**src/rtl/gnd_pkg.sv**
```systemverilog
package gnd_pkg;
    typedef enum logic [2:0] {
        ST_OFF     = 3'd0,
        ST_LS_ON   = 3'd1,
        ST_WAIT_HS = 3'd2,
        ST_HS_ON   = 3'd3,
        ST_WAIT_LS = 3'd4
    } gate_state_t;
endpackage

```
**src/rtl/gnd_duty_cmp.sv**
```systemverilog
module gnd_duty_cmp #(
    parameter int CNT_W = 10
) (
    input  logic [CNT_W-1:0] phase_cnt,
    input  logic [CNT_W-1:0] duty_cmd,
    output logic             pwm_req
);
    // Request high while the period count is below the commanded on-time.
    always_comb begin
        pwm_req = (duty_cmd > phase_cnt);
    end
endmodule

```
**src/rtl/gnd_wait_timer.sv**
```systemverilog
module gnd_wait_timer #(
    parameter int DT_MAX = 16
) (
    input  logic clk,
    input  logic rst_n,
    input  logic run,
    output logic expired
);
    localparam int TW = $clog2(DT_MAX + 1);
    localparam logic [TW-1:0] LAST = TW'(DT_MAX - 1);

    logic [TW-1:0] wait_cnt;

    always_ff @(posedge clk or negedge rst_n) begin
        if (!rst_n)
            wait_cnt <= '0;
        else if (run && wait_cnt != LAST)
            wait_cnt <= wait_cnt + 1'b1;
        else if (!run)
            wait_cnt <= '0;
    end

    always_comb begin
        expired = run && (wait_cnt == LAST);
    end

    AST_WAIT_BOUNDED: assert property (@(posedge clk) disable iff (!rst_n)
        run && (wait_cnt == LAST) |=> !run) else $error("wait exceeded bound");
endmodule

```
**src/rtl/gnd_fsm.sv**
```systemverilog
module gnd_fsm
    import gnd_pkg::*;
(
    input  logic clk,
    input  logic rst_n,
    input  logic enable,
    input  logic pwm_req,
    input  logic hs_off,
    input  logic ls_off,
    input  logic expired,
    output logic waiting,
    output logic hs_gate,
    output logic ls_gate,
    output logic dt_warn
);
    gate_state_t state, state_nxt;
    logic        warn_set;

    // Next-state decision
    always_comb begin
        state_nxt = state;
        warn_set  = 1'b0;
        unique case (state)
            ST_OFF:     state_nxt = pwm_req ? ST_WAIT_HS : ST_WAIT_LS;
            ST_LS_ON:   if (pwm_req) state_nxt = ST_WAIT_HS;
            ST_WAIT_HS: begin
                if (ls_off) begin
                    state_nxt = ST_HS_ON;
                end else if (expired) begin
                    state_nxt = ST_HS_ON;
                    warn_set  = 1'b1;
                end
            end
            ST_HS_ON:   if (!pwm_req) state_nxt = ST_WAIT_LS;
            ST_WAIT_LS: begin
                if (hs_off) begin
                    state_nxt = ST_LS_ON;
                end else if (expired) begin
                    state_nxt = ST_LS_ON;
                    warn_set  = 1'b1;
                end
            end
            default:    state_nxt = ST_OFF;
        endcase
        if (!enable) begin
            state_nxt = ST_OFF;
            warn_set  = 1'b0;
        end
    end

    // State register and sticky warning
    always_ff @(posedge clk or negedge rst_n) begin
        if (!rst_n) begin
            state   <= ST_OFF;
            dt_warn <= 1'b0;
        end else begin
            state <= state_nxt;
            if (warn_set)
                dt_warn <= 1'b1;
        end
    end

    // Outputs decoded from state
    always_comb begin
        hs_gate = 1'b0;
        ls_gate = 1'b0;
        waiting = 1'b0;
        unique case (state)
            ST_HS_ON:   hs_gate = 1'b1;
            ST_LS_ON:   ls_gate = 1'b1;
            ST_WAIT_HS,
            ST_WAIT_LS: waiting = 1'b1;
            default:    ;
        endcase
    end

    AST_NO_OVERLAP: assert property (@(posedge clk) disable iff (!rst_n)
        !(hs_gate && ls_gate)) else $error("both gates on");
    AST_HS_AFTER_LS_OFF: assert property (@(posedge clk) disable iff (!rst_n)
        $rose(hs_gate) |-> ($past(ls_off) || dt_warn)) else $error("hs on without ls off");
    AST_LS_AFTER_HS_OFF: assert property (@(posedge clk) disable iff (!rst_n)
        $rose(ls_gate) |-> ($past(hs_off) || dt_warn)) else $error("ls on without hs off");
    AST_DISABLE_OFF: assert property (@(posedge clk) disable iff (!rst_n)
        !enable |=> (!hs_gate && !ls_gate)) else $error("gate on while disabled");
    AST_WARN_STICKY: assert property (@(posedge clk) disable iff (!rst_n)
        dt_warn |=> dt_warn) else $error("warning cleared");
endmodule

```
**src/rtl/gate_nonoverlap_ctrl.sv**
```systemverilog
module gate_nonoverlap_ctrl #(
    parameter int PERIOD = 667,
    parameter int DT_MAX = 16,
    localparam int CNT_W = $clog2(PERIOD + 1)
) (
    input  logic             clk,
    input  logic             rst_n,
    input  logic             enable,
    input  logic [CNT_W-1:0] phase_cnt,
    input  logic [CNT_W-1:0] duty_cmd,
    input  logic             hs_off,
    input  logic             ls_off,
    output logic             hs_gate,
    output logic             ls_gate,
    output logic             dt_warn
);
    logic pwm_req;
    logic waiting;
    logic expired;

    gnd_duty_cmp #(.CNT_W(CNT_W)) u_cmp (
        .phase_cnt (phase_cnt),
        .duty_cmd  (duty_cmd),
        .pwm_req   (pwm_req)
    );

    gnd_wait_timer #(.DT_MAX(DT_MAX)) u_timer (
        .clk     (clk),
        .rst_n   (rst_n),
        .run     (waiting),
        .expired (expired)
    );

    gnd_fsm u_fsm (
        .clk     (clk),
        .rst_n   (rst_n),
        .enable  (enable),
        .pwm_req (pwm_req),
        .hs_off  (hs_off),
        .ls_off  (ls_off),
        .expired (expired),
        .waiting (waiting),
        .hs_gate (hs_gate),
        .ls_gate (ls_gate),
        .dt_warn (dt_warn)
    );
endmodule

```
**config.mk**
```make
export PLATFORM = sky130hd
export DESIGN_NAME = gate_nonoverlap_ctrl
export DESIGN_NICKNAME = d
export VERILOG_FILES = /design/src/rtl/gnd_pkg.sv /design/src/rtl/gnd_duty_cmp.sv /design/src/rtl/gnd_wait_timer.sv /design/src/rtl/gnd_fsm.sv /design/src/rtl/gate_nonoverlap_ctrl.sv
export SDC_FILE = /design/constraint.sdc
export NUM_CORES = 1
export LEC_CHECK = 0
export BUFFER_PORTS_ARGS = -buffer_cell sky130_fd_sc_hd__buf_4
export CELL_PAD_IN_SITES_DETAIL_PLACEMENT = 0
export CELL_PAD_IN_SITES_GLOBAL_PLACEMENT = 1
export CORE_MARGIN = 3
export CORE_UTILIZATION = 37
export CTS_CLUSTER_DIAMETER = 120
export CTS_CLUSTER_SIZE = 8
export DETAILED_ROUTE_END_ITERATION = 12
export HOLD_SLACK_MARGIN = 0.03
export PLACE_DENSITY_LB_ADDON = 0.1
export REMOVE_ABC_BUFFERS = 1
export SYNTH_ARGS = -nofsm -noshare
export SYNTH_HDL_FRONTEND = slang
export SYNTH_SLANG_ARGS = --single-unit
```
**constraint.sdc**
```tcl
create_clock -name clk -period 4.07 [get_ports clk]
set_clock_uncertainty 0.15 [all_clocks]
set_input_delay 0.407 -clock clk [delete_from_list [all_inputs] [get_ports clk]]
set_output_delay 0.407 -clock clk [all_outputs]
set_load 0.01 [all_outputs]
```
* Word-level counts from Yosys, hierarchy flattened
Cells that the tools add are included.
** Storage, ports and cells
- Bits in registers :: 9
- Output and inout bits :: 3
** Operators by class
- Magnitude comparators :: 1
- Equal/unequal tests :: 11
- Mux-type cells :: 19
- Reductions and logical operators :: 5
- Add/subtract/negate cells :: 1
** Operators by type and width (number)
- 3-bit 2-to-1 mux :: 8
- 3-bit case mux with 5 select lines :: 1
- 10-bit greater-than comparator :: 1
- 5-bit 2-to-1 mux :: 2
- 4-bit inequality test (second input constant) :: 2
- 1-bit 2-to-1 mux :: 7
- 3-bit by 2-bit equality test with 1-bit output (second input constant) :: 2
- 5-bit by 1-bit adder with 5-bit output (second input constant) :: 1
- 5-bit by 4-bit equality test with 1-bit output (second input constant) :: 1
- 5-bit by 4-bit inequality test with 1-bit output (second input constant) :: 1
- 4-bit AND reduction :: 1
- 3-bit by 1-bit equality test with 1-bit output (second input constant) :: 1
- 3-bit equality test (second input constant) :: 1
- 3-bit zero test :: 1
- 3-bit by 2-bit inequality test with 1-bit output (second input constant) :: 1
- 3-bit inequality test (second input constant) :: 1
- 1-bit logical AND :: 2
- 2-bit inequality test (second input constant) :: 1
- 1-bit case mux with 2 select lines :: 1
- 2-bit OR reduction :: 1

* Depth between registers and ports, before layout
Gate-level depths: netlist (run 1).
- Depth after elaboration :: 8
- Depth in mapped cells :: 8
- Gate-level depth less buffers :: 7

* Cells and area by module
From an unflattened synthesis (run 1), not the netlist that was laid out.
** Unflattened totals
- Cells, all modules :: 86
- Area, all modules :: 819.5 um2
** Modules (own cells, without submodules)
- gnd_wait_timer :: cells each 24, times used 1, seq. area each 125.1 um2, area each 284.0 um2
- gnd_fsm :: cells each 27, times used 1, seq. area each 100.1 um2, area each 282.8 um2
- gnd_duty_cmp :: cells each 35, times used 1, seq. area each 0.0 um2, area each 252.7 um2

* Worst setup path before layout (run 1)
No wires, ideal clock.
- Path kind :: input to register
- Start :: input port phase_cnt[9]
- End :: register u_fsm.state[0]
- Path buffers :: 0
- Arrival time :: 2010 ps
- Path slack :: 1784 ps
- Stages :: 7
- Cell sequence :: inv_1 -> ha_1 -> a21o_1 -> a311o_1 -> a221o_1 -> and2_4 -> a311o_1
** Between the ends
- Cells in the longest elaborated chain, start to end :: 3
- Elaborated cells on any way between the ends :: 4
- Those cells by class :: 1 x order compare; 2 x eq/ne; 1 x reduce/logical
** Ends and longest elaborated chain
- from (decl) :: RTL line gate_nonoverlap_ctrl.sv:9 : input logic [CNT_W-1:0] phase_cnt,
- 10-bit greater-than comparator * :: RTL line gnd_duty_cmp.sv:10 : pwm_req = (duty_cmd > phase_cnt);
- 3-bit by 2-bit inequality test with 1-bit output (no source line) / 3-bit inequality test (equally long branches)
- 4-bit AND reduction (no source line) *
- to (signal assigned) :: RTL line gnd_fsm.sv:57 : state <= state_nxt;
- to (decl) :: RTL line gnd_fsm.sv:16 : gate_state_t state, state_nxt;
Mark *: on every way between the ends. The rest lies on a longest branch, timed or not.
A chain may end at the register's enable or synchronous reset.

* Final worst setup path (run 1)
Ends and elaborated chain as after synthesis.

==> results.tsv, run 1 <==
stage	metric	value	unit
critical_path	endpoint_kind	flip-flop	
synthesis	yosys.area.top_type	dfrtp_1	
cts	cts_tree	yes	
drt	dr_total_vias	701	
finish	stdcell_count	141	
floorplan	core_area	1839	um^2
cts	htreeDepth	1	
cts	clockBufferDepth	2	
critical_path	worst-setup-path-type	input pin to flip-flop	
sta	finalSetupViolCount	0	
finish	syn_to_final_growth	34.48	%
pwr	ir_drop	189.6	uV
grt	top_usage_layer	met2	
cts	cts_sinks	9	
synthesis	yosysTopAreaCellShare	0.2956	
sta	fin_crit_sh	0.5355	
critical_path	worstPathCellList	buf_4 > inv_1 > ha_1 > a21o_1 > a311o_1 > a221o_1 > and2_4 > a311o_1	
sta	period_minus_slack	2.179	ns
grt	met2_usage	0.2225	
sta	hold_viol	0	
sta	worstMarginPinSlew	0.3622	ns
worst_hold_path	hold_class	input pin to flip-flop	
synthesis	synth_edf_count	0	
grt	grt_use_total	0.1393	
finish	nFillCells	180	
finish	drive_above_1_share	0.2759	
floorplan	die_h	51.38	um
place	dp.cells	136	
critical_path	cp-start-kind	input pin	
floorplan	num_rows	15	
floorplan	dieArea	2640	um^2
finish	utilization	0.5571	
sta	finalMaxSlewViolations	0	
drt	drt-pass1-iter-count	4	
floorplan	die_w	51.38	um
pwr	p_total	0.0002988	W
place	gp_congestion	0.7592	
drt	drtIter0Drc	4	
pwr	powerDensity	291.6	nW/um^2
drt	wl_per_cell	11.15	um
place	portBuffers	27	
place	hpwl	1306	um
outcome	status	complete, no violations	
floorplan	initial_utilization	0.4143	
grt	grt_max_degree	11	
grt	grt.overflow.total	0	
critical_path	cp_data_arrival_time	2.17	ns
synthesis	synth.distinct_cells	27	
grt	grt_pass1_wl	2794	um
critical_path	crit_top_cell	a311o_1	
drt	avgViaCountPerCell	4.972	
flow_run	cap_violations	0	
synthesis	synth.area.top_cells	dfrtp_1 30%, ha_1 20%, a21o_1 5.9%	
sta	max-slew-margin-rel	0.7585	
finish	multi_input_area	484.2	um^2
grt	first_global_vias	692	
cts	clkTransAtPathRegs	0.06	ns
finish	layout_commonest_cell	buf_4	
synthesis	ys.flop_type	dfrtp_1	
critical_path	critical-path-max-stage-delay	0.34	ns
drt	wirelength	1572	um
critical_path	required	4.06	ns
cts	root_buffer	clkbuf_4	
synthesis	netlist_instances	86	
grt	use_met3	0.06414	
cts	numCtsBuffers	3	
floorplan	ios	28	
finish	seq_area	225.2	um^2
finish	final_cell_mix	27 x buf_4, 12 x inv_1, 12 x ha_1	
critical_path	crit_slowest_cell	a311o_1	
synthesis	synth-seq-cells	9	
finish	nets	154	
synthesis	yosys_warnings	0	
grt	antenna_found_initial	0	
drt	ant_nets	0	
pwr	leakagePower	0.5705	nW
sta	fin_setup_tns	0	ns
sta	rsz0062_at_grt	false	
synthesis	syn_area_per_cell	8.860	um^2
sta	fmax	458.8	MHz
critical_path	crit_fanout	4	
drt	route.detailed.drc	0	
synthesis	seq_area_frac_synth	0.2956	
synthesis	synthesis.area	762.0	um^2
synthesis	async_flop_share	1.000	
grt	grt_use_met1	0.1703	
cts	clock_latency	0.26	ns
finish	antennaDiodeCount	0	
## repair_timing
item	in CTS	in global routing
setup buffers	0	0
endpoints found under the hold margin	9	0
hold buffers	1	0
gates resized for setup	0	0
## routing by layer
layer,vias to the layer above,part of all wire
met4,0,0.0045
met1,311,0.48
met2,25,0.42
li1,363,-
met3,2,0.10
met5,-,0
## path summary, 6_finish.rpt
| kind | start | endpoint | slack, ns | cells after the start |
|---|---|---|---|---|
| setup / recovery | phase_cnt[9] | u_fsm.state[0] | 1.89 | 8 |
| hold / removal | enable | u_fsm.state[0] | 0.29 | 2 |
| setup reg to reg | u_timer.wait_cnt[0] | u_fsm.state[0] | 2.05 | 7 |
| hold reg to reg | u_fsm.dt_warn | u_fsm.dt_warn | 0.32 | 1 |
| max in group asynchronous | rst_n | u_fsm.state[1] | 3.28 | 2 |
| min in group asynchronous | rst_n | u_timer.wait_cnt[2] | 0.35 | 2 |
## report_power, final
| part | internal (W) | switching, W |
|---|---|---|
| combinational | 0.0000605 | 0.0000485 |
| sequential | 0.000104 | 0.0000181 |
| clock | 0.0000377 | 0.0000304 |
## final cells by class
type,count,share of cell area
Timing Repair Buffer,28,0.2076
Clock buffer,4,0.02564
Sequential cell,9,0.2198
Tap cell,25,0.03053
Multi-Input combinational cell,63,0.4725
Inverter,12,0.04396
## per-stage QoR
stage	setup WS, ns	cell area (um^2)	hold slack, ns
2_1_floorplan	1.784	754.5	-0.03859
3_3_place_gp	1.649	988.4	0.08853
3_5_place_dp	1.615	988.4	0.09226
4_1_cts	1.896	1025	0.2768
5_1_grt	1.854	1025	0.2950
6_report	1.891	1025	0.2860
## worst max-delay path, delay by kind of cell
family,cells,cell delay (ns)
buffers and inverters,2,0.11
and+or+nand+nor,1,0.18
AOI/OAI and AO/OA,4,1.15
adders and majority gates,1,0.32
## registers in the layout, indices dropped and copies added (netlist names)
signal,cells
u_fsm.state,3
u_timer.wait_cnt,5
u_fsm.dt_warn,1
## synthesized netlist by cell type (2+ instances only)
| cell | number |
|---|---|
| a21o_1 | 6 |
| a21oi_1 | 3 |
| a311o_1 | 2 |
| clkbuf_1 | 2 |
| dfrtp_1 | 9 |
| ha_1 | 12 |
| inv_1 | 12 |
| nand2_1 | 2 |
| nand2b_1 | 3 |
| nand4_1 | 2 |
| nor2_1 | 10 |
| nor2b_1 | 3 |
| nor3b_1 | 2 |
| o22ai_1 | 3 |
| xnor2_1 | 2 |
| xor2_1 | 2 |
## cells by family after synthesis
logic type / synth area share
buf+inv: 0.06896
xor+xnor: 0.04599
simple gates: 0.2053
mux: 0.01314
flops: 0.2956
fa+ha+maj: 0.1970
compound gates: 0.1741
No activity file was read; power rests on OpenSTA's default activity.
==> run 2, diff against run 1 <==
ABC_AREA = 1   (was default)
CORE_UTILIZATION = 36   (was 37)
clock period = 2.12 ns   (was 4.07 ns; I/O delays follow)
==> run 2 against run 1 <==
Synthesized cell count rose by 37%; critical path depth did not move; register-to-register slack got worse by 1.7 ns; cell count rose by 26%; routed wire length rose by 6.7%; count of clock-buffer cells in the layout did not move; worst setup slack got worse by 1.5 ns; synthesized area rose by 23%; total power rose to 2.8 times the previous value; largest power group is now combinational cells.
==> results.tsv, run 2 <==
stage	metric	value	unit	change
cts	root_buffer	clkbuf_4		unchanged
grt	top_usage_layer	met2		unchanged
synthesis	ys.flop_type	dfrtp_1		unchanged
cts	numCtsBuffers	3		unchanged
floorplan	ios	28		unchanged
finish	final_cell_mix	27 x buf_4, 26 x inv_1, 25 x nand2_1		was 27 x buf_4, 12 x inv_1, 12 x ha_1
sta	period_minus_slack	1.747	ns	
grt	grt_pass1_wl	3042	um	was 2794 um
synthesis	synth_edf_count	0		unchanged
pwr	leakagePower	0.6600	nW	was 0.5705 nW
synthesis	seq_area_frac_synth	0.2406		was 0.2956
worst_hold_path	hp-start	enable		unchanged
finish	nets	187		was 154
finish	layout_commonest_cell	buf_4		unchanged
finish	largestRegisters	u_timer.wait_cnt x5, u_fsm.state x3, u_fsm.dt_warn x1		unchanged
drt	drt-pass1-iter-count	4		unchanged
drt	dr_total_vias	823		was 701
synthesis	synth.distinct_cells	26		was 27
drt	wirelength	1678	um	was 1572 um
finish	largest_register_ffs	5		unchanged
critical_path	r2r-start	u_timer.wait_cnt[0]		unchanged
drt	wl_per_cell	9.480	um	was 11.15 um
synthesis	syn_area_per_cell	7.931	um^2	was 8.860 um^2
synthesis	async_flop_share	1.000		unchanged
floorplan	initial_utilization	0.4000		was 0.4143
synthesis	yosysMostFrequentCell	inv_1		
synthesis	yosys.area.top_type	dfrtp_1		unchanged
pwr	powerDensity	688.5	nW/um^2	was 291.6 nW/um^2
grt	grt_max_degree	10		was 11
place	gp_congestion	0.7364		was 0.7592
cts	clkTransAtPathRegs	0.06	ns	about the same
cts	cts_setup_buffers	0		unchanged
place	portBuffers	27		unchanged
grt	use_met3	0.03620		was 0.06414
critical_path	reg2reg_to	u_timer.wait_cnt[3]		was u_fsm.state[0]
floorplan	dieArea	3247	um^2	was 2640 um^2
worst_hold_path	hold_end	u_fsm.state[2]		was u_fsm.state[0]
critical_path	required	2.11	ns	was 4.06 ns
grt	first_global_vias	770		was 692
sta	hold_viol	0		unchanged
critical_path	cp_data_arrival_time	1.74	ns	was 2.17 ns
worst_hold_path	hold_class	input pin to flip-flop		unchanged
cts	cts_tree	yes		unchanged
critical_path	reg2reg_depth	8		was 7
sta	worstMarginPinSlew	0.3932	ns	was 0.3622 ns
sta	finalMaxSlewViolations	0		unchanged
pwr	ir_drop	526.8	uV	was 189.6 uV
pwr	p_total	0.0008279	W	was 0.0002988 W
finish	antennaDiodeCount	0		unchanged
synthesis	synthesis.area	935.9	um^2	was 762.0 um^2
synthesis	synth-seq-cells	9		unchanged
grt	antenna_found_initial	0		unchanged
critical_path	endpoint_kind	flip-flop		unchanged
grt	grt.overflow.total	0		unchanged
cts	clock_latency	0.25	ns	was 0.26 ns
cts	htreeDepth	1		unchanged
worst_hold_path	holdPathStages	3		was 2
synthesis	synth_common_cells	26 x inv_1, 25 x nand2_1, 12 x ha_1		was 12 x ha_1, 12 x inv_1, 10 x nor2_1
drt	avgViaCountPerCell	4.650		was 4.972
critical_path	worst-setup-path-type	flip-flop to flip-flop		was input pin to flip-flop
grt	grt_use_total	0.1141		was 0.1393
sta	max-slew-margin-rel	0.7365		was 0.7585
finish	drive_above_1_share	0.3557		was 0.2759
grt	met2_usage	0.1909		was 0.2225
place	hpwl	1517	um	was 1306 um
synthesis	yosys_warnings	0		unchanged
sta	fmax	572.5	MHz	
floorplan	die_h	56.99	um	was 51.38 um
outcome	status	complete, no violations		unchanged
synthesis	netlist_instances	118		was 86
finish	syn_to_final_growth	28.48	%	was 34.48%
critical_path	ff2ff_setup_slack	0.37	ns	was 2.05 ns
synthesis	synth.area.top_cells	dfrtp_1 24%, ha_1 16%, inv_1 10%		was dfrtp_1 30%, ha_1 20%, a21o_1 5.9%
sta	fin_crit_sh	0.8239		
synthesis	yosysTopAreaCellShare	0.2406		was 0.2956
sta	fin_setup_tns	0	ns	unchanged
cts	cts_sinks	9		unchanged
floorplan	core_area	2340	um^2	was 1839 um^2
sta	finalSetupViolCount	0		unchanged
grt	grt_use_met1	0.1460		was 0.1703
finish	top_register	u_timer.wait_cnt		unchanged
floorplan	num_rows	17		was 15
drt	route.detailed.drc	0		unchanged
critical_path	cp-start-kind	flip-flop		was input pin
drt	ant_nets	0		unchanged
drt	drtIter0Drc	13		was 4
cts	clockBufferDepth	2		unchanged
critical_path	crit_fanout	5		was 4
sta	rsz0062_at_grt	false		unchanged
flow_run	cap_violations	0		unchanged
floorplan	die_w	56.99	um	was 51.38 um
-- run 2: changes by cell type after synthesis, moves of 3 or more --
cell	before	now
nand3_4	0	3
nand2_1	2	25
nand2_4	0	3
o21ai_0	0	3
nand2b_1	3	0
nand2_2	0	5
inv_1	12	26
a21o_1	6	0
nor2_1	10	1
nand3_1	0	8
nor2b_1	3	0
-- run 2: what timing repair did --
action / 4_1_cts / 5_1_grt
resized for setup: 0 / 0
endpoints found under the hold margin: 9 / 0
hold buffers: 1 / 0
endpoints found under the setup margin: 0 / 0
-- run 2: per-layer routing --
metal	vias to the layer above	part of all wire
met5	-	0
met4	0	0.0054
met3	2	0.045
met2	16	0.48
met1	367	0.47
li1	438	-
-- run 2: worst max path at each step --
stage                   startpoint                   to  slack [ns]  cells after the start
2_1_floorplan         phase_cnt[9]       u_fsm.state[2]        0.52                     12
3_3_place_gp          phase_cnt[5]       u_fsm.state[1]        0.38                     15
3_5_place_dp          phase_cnt[5]       u_fsm.state[1]        0.35                     15
4_1_cts        u_timer.wait_cnt[0]  u_timer.wait_cnt[3]        0.37                      8
5_1_grt        u_timer.wait_cnt[0]  u_timer.wait_cnt[3]        0.22                      8
6_report       u_timer.wait_cnt[0]  u_timer.wait_cnt[3]        0.37                      8
-- run 2: area by class of cell --
cell class | instances | area [um^2]
Timing Repair Buffer | 28 | 212.7
Fill cell | 240 | 1137
Multi-Input combinational cell | 81 | 601.8
Clock buffer | 4 | 26.28
Inverter | 27 | 101.3
Sequential cell | 9 | 225.2
Tap cell | 28 | 35.03
-- run 2: power by group --
part           switching, W  leakage (nW)  internal [W]  total, W
combinational      0.000266         0.522      0.000179  0.000444
clock             0.0000553        0.0150     0.0000722  0.000128
sequential        0.0000450         0.123      0.000211  0.000256
total              0.000366         0.660      0.000462  0.000828
-- run 2: through the flow --
step           worst slack (ns)  hold WS (ns)    util  cell area, um^2  std cells
2_1_floorplan            0.5228       -0.2336       -            928.4        117
3_3_place_gp             0.3776       -0.1077  0.4984             1166        172
3_5_place_dp             0.3541       -0.1089  0.4984             1166        172
4_1_cts                  0.3692        0.1141  0.5139             1202        177
5_1_grt                  0.2157        0.1218  0.5139             1202        177
6_report                 0.3733        0.1267  0.5139             1202        177
-- run 2: logic make-up (layout without fill, tap and decap cells) --
family                   after synthesis  after routing  synth area share
AND/OR/NAND/NOR                       55             55            0.3810
buffers and inverters                 28             59            0.1163
XOR/XNOR                               1              1          0.009360
flip-flops                             9              9            0.2406
AO/OA/AOI/OAI                         13             13           0.09224
adder cells (fa/ha/maj)               12             12            0.1604
-- run 2: critical path, cell delays in order, from the launching register on --
cell     delay (ns)
dfrtp_1        0.41
ha_1           0.22
nand2_1        0.06
nor2_1         0.04
ha_1           0.26
inv_1          0.14
nand4_1        0.11
o21ai_0        0.19
a21oi_1        0.06
==> run 3, diff against run 2 <==
CORE_UTILIZATION = 33   (was 36)
clock period = 1.5 ns   (was 2.12 ns; I/O delays follow)
==> run 3 against run 2 <==
The run now ends with setup timing left; flip-flop and latch count did not move; critical path type unchanged; total power increased by 77%; maximum frequency is 13% higher.
==> results.tsv, run 3 (same netlist as run 2, synthesis figures left out) <==
stage	metric	value	unit	change
outcome	status	finished with violations		was complete, no violations
outcome	violations	setup timing		
grt	antenna_found_initial	0		unchanged
critical_path	cp_data_arrival_time	1.54	ns	was 1.74 ns
finish	syn_to_final_growth	50.80	%	was 28.48%
floorplan	ios	28		unchanged
finish	antennaDiodeCount	0		unchanged
sta	whs	0.03901	ns	was 0.1267 ns
place	portBuffers	27		unchanged
place	hpwl	1604	um	was 1517 um
cts	numCtsBuffers	3		unchanged
critical_path	ff2ff_setup_slack	-0.04	ns	was 0.37 ns
sta	period_minus_slack	1.544	ns	was 1.747 ns
sta	worstMarginPinSlew	0.2949	ns	was 0.3932 ns
pwr	powerDensity	1038	nW/um^2	was 688.5 nW/um^2
finish	nFillCells	246		was 240
floorplan	die_h	59.26	um	was 56.99 um
pwr	leakagePower	0.7414	nW	was 0.6600 nW
place	pre_cts_slack	-0.2200	ns	was 0.3541 ns
critical_path	endpoint_kind	flip-flop		unchanged
drt	wirelength	1917	um	was 1678 um
sta	finalMaxSlewViolations	0		unchanged
finish	layout_commonest_cell	buf_4		unchanged
finish	nets	202		was 187
drt	drtIter0Drc	23		was 13
grt	grt_pass1_wl	3174	um	was 3042 um
cts	clockBufferDepth	2		unchanged
finish	largest_register_ffs	5		unchanged
finish	stdcell_count	194		was 177
floorplan	core_area	2590	um^2	was 2340 um^2
place	gp_congestion	0.7405		was 0.7364
cts	cts_tree	yes		unchanged
finish	utilization	0.5449		was 0.5139
cts	clock_latency	0.26	ns	was 0.25 ns
floorplan	num_rows	18		was 17
grt	grt.overflow.total	0		unchanged
drt	route.detailed.drc	0		unchanged
sta	finalSetupViolCount	3		was 0
place	dp.cells	184		was 172
finish	final_cell_mix	39 x buf_4, 24 x inv_1, 22 x nand2_1		was 27 x buf_4, 26 x inv_1, 25 x nand2_1
finish	top_register	u_timer.wait_cnt		unchanged
sta	fmax	647.7	MHz	was 572.5 MHz
sta	layout_setup_ws	-0.04385	ns	was 0.3733 ns
sta	rsz0062_at_grt	true		was false
pwr	ir_drop	1032	uV	was 526.8 uV
drt	ant_nets	0		unchanged
critical_path	crit_fanout	4		was 5
cts	clkTransAtPathRegs	0.06	ns	about the same
grt	grt_use_total	0.1196		was 0.1141
sta	fin_crit_sh	1.029		was 0.8239
floorplan	initial_utilization	0.3614		was 0.4000
sta	max-slew-margin-rel	0.8019		was 0.7365
grt	first_global_vias	802		was 770
drt	dr_total_vias	880		was 823
critical_path	required	1.50	ns	was 2.11 ns
grt	grt_max_degree	10		unchanged
finish	drive_above_1_share	0.4878		was 0.3557
cts	htreeDepth	1		unchanged
critical_path	worst-setup-path-type	flip-flop to flip-flop		unchanged
drt	avgViaCountPerCell	4.536		was 4.650
worst_hold_path	hold_class	input pin to flip-flop		unchanged
floorplan	dieArea	3511	um^2	was 3247 um^2
drt	wl_per_cell	9.881	um	was 9.480 um
finish	largestRegisters	u_timer.wait_cnt x5, u_fsm.state x3, u_fsm.dt_warn x1		unchanged
sta	hold_viol	0		unchanged
flow_run	cap_violations	0		unchanged
floorplan	die_w	59.26	um	was 56.99 um
drt	drt-pass1-iter-count	4		unchanged
cts	root_buffer	clkbuf_4		unchanged
pwr	p_total	0.001465	W	was 0.0008279 W
critical_path	cp-start-kind	flip-flop		unchanged
cts	cts_sinks	9		unchanged
[run 3: power by group]
part           internal [W]  total, W  switching [W]
combinational      0.000417  0.000896       0.000480
clock              0.000102  0.000185      0.0000826
sequential         0.000302  0.000384      0.0000812
total              0.000821   0.00146       0.000644
[run 3: critical path, stage by stage, from the launching register on]
cell     delay [ns]
dfrtp_1        0.39
ha_2           0.20
nand2_2        0.08
nor2_4         0.04
ha_4           0.18
nand2_4        0.08
nand2_4        0.05
nand3_4        0.09
nand2_2        0.06
nand2_1        0.06
nand2_1        0.05
[run 3: area by class of cell]
| type | instances | area (um^2) | area share |
|---|---|---|---|
| flip-flops and latches | 9 | 227.7 | 0.1613 |
| clock buffers | 4 | 26.28 | 0.01862 |
| repair buffers | 43 | 336.6 | 0.2385 |
| multi-input cells | 81 | 679.4 | 0.4814 |
| well taps | 30 | 37.54 | 0.02660 |
| inverters | 27 | 103.9 | 0.07358 |
[run 3: final timing paths]
kind                       depth (start not counted)             end                 from
max                                               10  u_fsm.state[1]  u_timer.wait_cnt[1]
min                                                3  u_fsm.state[2]               enable
max reg2reg                                       10  u_fsm.state[1]  u_timer.wait_cnt[1]
min reg2reg                                        1   u_fsm.dt_warn        u_fsm.dt_warn
max in group asynchronous                          2  u_fsm.state[1]                rst_n
min in group asynchronous                          2  u_fsm.state[0]                rst_n
[run 3: repair_timing]
item	4_1_cts	5_1_grt
gates resized for setup	14	12
hold endpoints to repair	9	0
pin swaps	4	9
hold buffers	1	0
endpoints found under the setup margin	11	10
setup buffers	3	2
[run 3: per-layer routing]
layer	routed length, um	global-route usage
met1	812	0.1503
met2	972	0.1919
met3	125	0.04575
met4	7	0.02913
met5	0	0
[run 3: metrics by stage]
step	cell area, um^2	TNS (ns)
2_1_floorplan	928.4	-0.2736
3_3_place_gp	1244	-1.087
5_1_grt	1411	-0.5582
4_1_cts	1350	-0.3544
6_report	1411	-0.08862
3_5_place_dp	1244	-1.080
